[src/rtl/spi_q_pkg.sv]
package spi_q_pkg;
  localparam int DATA_W = 16;
  localparam int CS_W   = 8;
  localparam int SIZE_W = 4;
  localparam int SEL_W  = 2;
  localparam int CNT_W  = 16;

  typedef struct packed {
    logic              eoq;
    logic              cpol;
    logic [CS_W-1:0]   cs;
    logic [SEL_W-1:0]  sel;
    logic [SIZE_W-1:0] size_m1;
    logic [DATA_W-1:0] data;
  } qent_t;

  localparam int ENT_W = $bits(qent_t);

  // cycles in one half bit-time
  function automatic logic [CNT_W-1:0] half_cycles(input logic [SEL_W-1:0] sel,
                                                   input int unsigned base);
    return CNT_W'(base << sel);
  endfunction

  // mask keeping the low size_m1+1 bits
  function automatic logic [DATA_W-1:0] len_mask(input logic [SIZE_W-1:0] size_m1);
    logic [31:0] m;
    m = (32'd1 << (32'(size_m1) + 32'd1)) - 32'd1;
    return m[DATA_W-1:0];
  endfunction
endpackage

[src/rtl/spi_q_fifo.sv]
module spi_q_fifo #(
  parameter int W     = 16,
  parameter int DEPTH = 4
) (
  input  logic         clk,
  input  logic         rst_n,
  input  logic         push,
  input  logic [W-1:0] din,
  input  logic         pop,
  output logic [W-1:0] dout,
  output logic         full,
  output logic         empty
);
  localparam int AW = (DEPTH > 1) ? $clog2(DEPTH) : 1;
  localparam int CW = $clog2(DEPTH + 1);

  logic [W-1:0]  mem [DEPTH];
  logic [AW-1:0] wp, rp;
  logic [CW-1:0] cnt;
  logic          do_push, do_pop;

  assign full    = (cnt == CW'(DEPTH));
  assign empty   = (cnt == '0);
  assign do_push = push && !full;
  assign do_pop  = pop && !empty;
  assign dout    = mem[rp];

  function automatic logic [AW-1:0] nxt(input logic [AW-1:0] p);
    return (p == AW'(DEPTH - 1)) ? '0 : p + AW'(1);
  endfunction

  always_ff @(posedge clk) begin
    if (do_push) mem[wp] <= din;
  end

  always_ff @(posedge clk or negedge rst_n) begin
    if (!rst_n) begin
      wp  <= '0;
      rp  <= '0;
      cnt <= '0;
    end else begin
      if (do_push) wp <= nxt(wp);
      if (do_pop)  rp <= nxt(rp);
      case ({do_push, do_pop})
        2'b10:   cnt <= cnt + CW'(1);
        2'b01:   cnt <= cnt - CW'(1);
        default: cnt <= cnt;
      endcase
    end
  end
endmodule

[src/rtl/spi_q_engine.sv]
module spi_q_engine
  import spi_q_pkg::*;
#(
  parameter int unsigned HALF_BASE = 1,
  parameter int          CPHA      = 0
) (
  input  logic              clk,
  input  logic              rst_n,
  input  logic              ent_valid,
  input  qent_t             ent,
  output logic              take,
  output logic              busy,
  output logic              half_end,
  output logic              last_half,
  output logic              first_half,
  output logic              sck,
  output logic              mosi,
  input  logic              miso,
  output logic [CS_W-1:0]   cs_pat,
  output logic              frame_done,
  output logic              done_eoq,
  output logic [DATA_W-1:0] rx_word
);
  localparam logic PH = (CPHA != 0);
  localparam int   EW = SIZE_W + 1;

  qent_t             cur;
  logic [CNT_W-1:0]  hcnt;
  logic [EW-1:0]     edge_cnt;
  logic [DATA_W-1:0] tx_sh, rx_sh;
  logic              sck_r;

  assign half_end   = busy && (hcnt == half_cycles(cur.sel, HALF_BASE) - CNT_W'(1));
  assign last_half  = half_end && (edge_cnt == {cur.size_m1, 1'b1});
  assign take       = ent_valid && (!busy || last_half);
  assign first_half = busy && (edge_cnt == '0);
  assign sck        = sck_r;
  assign mosi       = busy && tx_sh[cur.size_m1];
  assign cs_pat     = busy ? cur.cs : '0;

  always_ff @(posedge clk or negedge rst_n) begin
    if (!rst_n) begin
      busy       <= 1'b0;
      cur        <= '0;
      hcnt       <= '0;
      edge_cnt   <= '0;
      tx_sh      <= '0;
      rx_sh      <= '0;
      sck_r      <= 1'b0;
      frame_done <= 1'b0;
      done_eoq   <= 1'b0;
      rx_word    <= '0;
    end else begin
      frame_done <= 1'b0;
      if (last_half) begin
        frame_done <= 1'b1;
        done_eoq   <= cur.eoq;
        rx_word    <= rx_sh & len_mask(cur.size_m1);
      end
      if (take) begin
        busy     <= 1'b1;
        cur      <= ent;
        hcnt     <= '0;
        edge_cnt <= '0;
        tx_sh    <= ent.data;
        sck_r    <= ent.cpol ^ PH;
      end else if (last_half) begin
        busy  <= 1'b0;
        sck_r <= cur.cpol;
      end else if (half_end) begin
        hcnt     <= '0;
        edge_cnt <= edge_cnt + EW'(1);
        sck_r    <= ~sck_r;
        if (!edge_cnt[0]) rx_sh <= {rx_sh[DATA_W-2:0], miso};
        else              tx_sh <= tx_sh << 1;
      end else if (busy) begin
        hcnt <= hcnt + CNT_W'(1);
      end
    end
  end
endmodule

[src/rtl/spi_q_csdrv.sv]
module spi_q_csdrv #(
  parameter int CSW       = 8,
  parameter int STROBE_EN = 1
) (
  input  logic           busy,
  input  logic           first_half,
  input  logic [CSW-1:0] pat,
  output logic [CSW-1:0] cs_o
);
  generate
    if (STROBE_EN != 0) begin : g_strobe
      assign cs_o[CSW-2:0] = pat[CSW-2:0];
      assign cs_o[CSW-1]   = busy && pat[CSW-1] && !first_half;
    end else begin : g_plain
      assign cs_o = pat;
    end
  endgenerate
endmodule

[src/rtl/spi_cmd_master.sv]
module spi_cmd_master
  import spi_q_pkg::*;
#(
  parameter int          TX_DEPTH  = 4,
  parameter int          RX_DEPTH  = 4,
  parameter int unsigned HALF_BASE = 1,
  parameter int          CPHA      = 0,
  parameter int          STROBE_EN = 1
) (
  input  logic              clk,
  input  logic              rst_n,
  input  logic              tx_push,
  input  logic [ENT_W-1:0]  tx_entry,
  output logic              tx_req,
  input  logic              rx_pop,
  output logic [DATA_W-1:0] rx_data,
  output logic              rx_req,
  output logic              sck,
  output logic              mosi,
  input  logic              miso,
  output logic [CS_W-1:0]   cs_o,
  output logic              eoq_done,
  output logic              rx_ovf
);
  logic              tx_full, tx_empty, rx_full, rx_empty;
  logic [ENT_W-1:0]  head;
  logic              eng_take, eng_busy, eng_half_end, eng_last, eng_first;
  logic              frame_done, done_eoq;
  logic [CS_W-1:0]   cs_pat;
  logic [DATA_W-1:0] rx_word;
  logic              ovf_r;

  spi_q_fifo #(.W(ENT_W), .DEPTH(TX_DEPTH)) u_txq (
    .clk(clk), .rst_n(rst_n), .push(tx_push), .din(tx_entry),
    .pop(eng_take), .dout(head), .full(tx_full), .empty(tx_empty));

  spi_q_engine #(.HALF_BASE(HALF_BASE), .CPHA(CPHA)) u_eng (
    .clk(clk), .rst_n(rst_n), .ent_valid(!tx_empty), .ent(qent_t'(head)),
    .take(eng_take), .busy(eng_busy), .half_end(eng_half_end),
    .last_half(eng_last), .first_half(eng_first), .sck(sck), .mosi(mosi),
    .miso(miso), .cs_pat(cs_pat), .frame_done(frame_done),
    .done_eoq(done_eoq), .rx_word(rx_word));

  spi_q_csdrv #(.CSW(CS_W), .STROBE_EN(STROBE_EN)) u_cs (
    .busy(eng_busy), .first_half(eng_first), .pat(cs_pat), .cs_o(cs_o));

  spi_q_fifo #(.W(DATA_W), .DEPTH(RX_DEPTH)) u_rxq (
    .clk(clk), .rst_n(rst_n), .push(frame_done), .din(rx_word),
    .pop(rx_pop), .dout(rx_data), .full(rx_full), .empty(rx_empty));

  always_ff @(posedge clk or negedge rst_n) begin
    if (!rst_n) ovf_r <= 1'b0;
    else if (frame_done && rx_full) ovf_r <= 1'b1;
  end

  assign tx_req   = !tx_full;
  assign rx_req   = !rx_empty;
  assign rx_ovf   = ovf_r;
  assign eoq_done = frame_done && done_eoq;
endmodule

[config.mk]
export PLATFORM = sky130hd
export DESIGN_NAME = spi_cmd_master
export DESIGN_NICKNAME = d
export VERILOG_FILES = /design/src/rtl/spi_q_pkg.sv /design/src/rtl/spi_q_fifo.sv /design/src/rtl/spi_q_engine.sv /design/src/rtl/spi_q_csdrv.sv /design/src/rtl/spi_cmd_master.sv
export SDC_FILE = /design/constraint.sdc
export NUM_CORES = 1
export LEC_CHECK = 0
export ABC_AREA = 1
export BUFFER_PORTS_ARGS = -buffer_cell sky130_fd_sc_hd__buf_2
export CORE_MARGIN = 2
export CORE_UTILIZATION = 55
export DETAILED_ROUTE_END_ITERATION = 6
export PLACE_DENSITY = 0.73
export SLEW_MARGIN = 0
export SYNTH_ARGS = -nofsm -noshare
export SYNTH_HDL_FRONTEND = slang
export SYNTH_SLANG_ARGS = --single-unit
[constraint.sdc]
create_clock -name clk -period 3.1 [get_ports clk]
set_input_delay 0.62 -clock clk [delete_from_list [all_inputs] [get_ports clk]]
set_output_delay 0.62 -clock clk [all_outputs]
set_load 0.01 [all_outputs]
==> metrics.csv <==
metric,value,unit
power per cell area,892,nW/um^2
Startpoint Class,flip-flop,
# rows,55,
synthesized area,12700,sq um
largest cells by area after synthesis,"edfxtp_1 (46%), dfrtp_1 (21%), nand2_1 (7.1%), o21ai_0 (5.6%), nor2_1 (4.2%)",
"area leader, netlist",edfxtp_1,
Die X,156,um
cells along the critical path,inv_1 > nor2_4 > a22oi_1 > nand3_1 > nand2_1 > nand2_1 > a21oi_1 > a21oi_1 > buf_2,
DIE AREA,24300,sq um
post-route setup TNS,0,ns
die height,156,um
worst-skew pair later-pin latency,0.56,ns
Overflow after GRT,0,
"FF+latch count, synth",296,
largest net degree at the start of global routing,67,
Area after DPL,13200,sq um
Clock Tree Buf Depth,3,
Final Skew,0.0317,ns
Final setup viols,0,
Crit Path Class,reg2out,
IO buf count,66,
CTS Root Cell,clkbuf_16,
Syn Area/Cell,10.7,sq um
first-pass GRT wire length,40600,um
Flop pwr share,0.439,
top-count cell post-synth,nand2_1,
top-area cell type share of the netlist area,0.455,
iteration-0 DRC count of the detailed router,708,
I/O pin cnt,67,
cell-internal power,0.00819,W
slowest CP cell,dfrtp_1,
overall routing resource usage,0.209,
Max Clock Freq,335,MHz
H-Tree Level Count,1,
setup bufs post-CTS,0,
period utilization,0.963,
Leakage,5.88,nW
number of antenna violations at the first check in global routing,0,
CTS Buf Count,29,
Syn Inst Count,1185,
clk sinks,296,
CTS resizes,2,
final instance area,14200,sq um
NumNets Final,1303,
"Distinct cells, synth",39,
syn_nets,1240,
RSZ-0062 raised after global routing,false,
# DRC,0,
Clk pwr share,0.261,
WL/cell,15.9,um
Worst-Margin Slew,0.660,ns
routed vias,8582,
CP required,2.48,ns
drt first pass iters,6,
Async SR Flop Fraction,0.351,
Worst Hold Class,in2async,
Via density,5.52,
Core ar.,22600,sq um
HPWL Detailed,15600,um
Syn. warnings,0,
Initial Util,0.559,
hold-fix buffer count after cts,0,
post-synthesis sequential area ratio,0.661,
Sw Share,0.351,
number of global-route vias before repair,8068,
CP max FO,8,
CTS tree,built,
Reg area,8370,sq um
top_reg_cell synth,edfxtp_1,
FILL cells,1751,
CP arrival,2.37,ns
most instantiated cells after synthesis,"nand2_1 (240), edfxtp_1 (192), nor2_1 (141), o21ai_0 (141), dfrtp_1 (104)",
share of layout cells above drive strength 1,0.124,
max_cap viols,0,
WHS,0.0672,ns
Clock transition at path regs,0.06,ns
Area Growth Syn to Fin,11.8,%
placer's final routability congestion estimate,0.843,
Max VDD drop,0.000567,V
DRT antenna net count,0,
Comb pwr share,0.300,
final hold violation count,0,
final wirelength,24800,um
status,completed,
Critical Path Sink Type,output port,
sw power,0.00444,W
"Slew Viols, Final",0,
Multi-input gate area,3730,sq um
Max-Slew Margin vs Limit,0.560,
Post-synth EDFFs,192,
"slowest stage delay, CP",0.42,ns
final worst path period need,2.99,ns
Final Power,0.0126,W
number of diodes,0,
placed cells by master, fill, tap and decap left out, types with 29 or more instances in the layout:
master,n
o21ai_0,141
clkbuf_16,29
nor2_1,135
inv_1,69
dfrtp_1,103
nand3_1,72
o22ai_1,53
nand2_1,240
edfxtp_1,192
buf_2,65
power by group through the flow:
| stage | Sequential, W | Clock (W) | Combinational [W] |
|---|---|---|---|
| finish | 0.00554 | 0.00330 | 0.00379 |
| detailed placement | 0.00560 | 0 | 0.00378 |
| global placement | 0.00558 | 0 | 0.00370 |
| CTS | 0.00553 | 0.00336 | 0.00381 |
| global route | 0.00563 | 0.00354 | 0.00428 |
| floorplan | 0.00546 | 0 | 0.00273 |
state kept, by name, summed over array words and instances (netlist names), 2 cells and up:
signal and count:
u_eng.hcnt 16, u_txq.mem 128, u_eng.tx_sh 16, u_rxq.mem 64
u_eng.edge_cnt 5, u_rxq.wp 2, u_eng.rx_sh 16, u_txq.wp 2
u_eng.rx_word 16, u_txq.cnt 3, u_rxq.rp 2, u_eng.cur 16
u_txq.rp 2, u_rxq.cnt 3
worst max-delay path, delay by kind of cell, from the launching register on:
| kind | cells | cell delay, ns |
|---|---|---|
| buf+inv | 2 | 0.38 |
| flops | 1 | 0.42 |
| simple gates | 4 | 0.44 |
| compound gates | 3 | 0.56 |
routing by layer:
layer,GRT usage,share of wire
met2,0.353,0.49
met3,0.0325,0.057
met4,0.0629,0.025
met1,0.282,0.43
met5,0,0
per-stage QoR:
| stage | setup slack, ns | cells | utilization |
|---|---|---|---|
| 2_1_floorplan | 0.483 | 1185 | - |
| 3_3_place_gp | 0.494 | 1502 | 0.585 |
| 3_5_place_dp | 0.484 | 1502 | 0.585 |
| 4_1_cts | 0.0520 | 1554 | 0.625 |
| 5_1_grt | 0.000643 | 1554 | 0.626 |
| 6_report | 0.115 | 1554 | 0.626 |
cell families (layout without fill, tap and decap cells):
| logic type | count (synthesis) | after routing | synth area share |
|---|---|---|---|
| XOR/XNOR | 15 | 15 | 0.0104 |
| adder cells (fa/ha/maj) | 18 | 18 | 0.0190 |
| AO/OA/AOI/OAI | 223 | 223 | 0.0962 |
| flip-flops | 296 | 296 | 0.661 |
| buffers and inverters | 134 | 218 | 0.0467 |
| other | 1 | 1 | 0.000296 |
| multiplexers | 1 | 1 | 0.000889 |
| AND/OR/NAND/NOR | 497 | 497 | 0.166 |
final cells by class:
| class | count | area share |
|---|---|---|
| sequential | 296 | 0.591 |
| clock inverter | 13 | 0.00857 |
| tap | 285 | 0.0252 |
| timing repair buffer | 88 | 0.0360 |
| inverter | 78 | 0.0211 |
| clock buffer | 39 | 0.0546 |
| multi-input combinational | 755 | 0.264 |
worst paths after layout:
kind	slack, ns	cells after the start	endpoint	from
max	0.11	9	mosi	u_eng.cur[16]$_DFFE_PN0N_
min	0.07	1	u_eng.cur[22]$_DFFE_PN0N_	rst_n
max reg2reg	0.45	12	u_txq.cnt[1]$_DFFE_PN0P_	u_eng.cur[16]$_DFFE_PN0N_
min reg2reg	0.46	1	rx_ovf$_DFFE_PN0P_	rx_ovf$_DFFE_PN0P_
max in group asynchronous	2.28	2	u_eng.rx_word[9]$_DFFE_PN0P_	rst_n
min in group clk	0.26	1	u_txq.mem[1][2]$_DFFE_PP_	tx_entry[2]
Power figures use the tool's default switching activity.
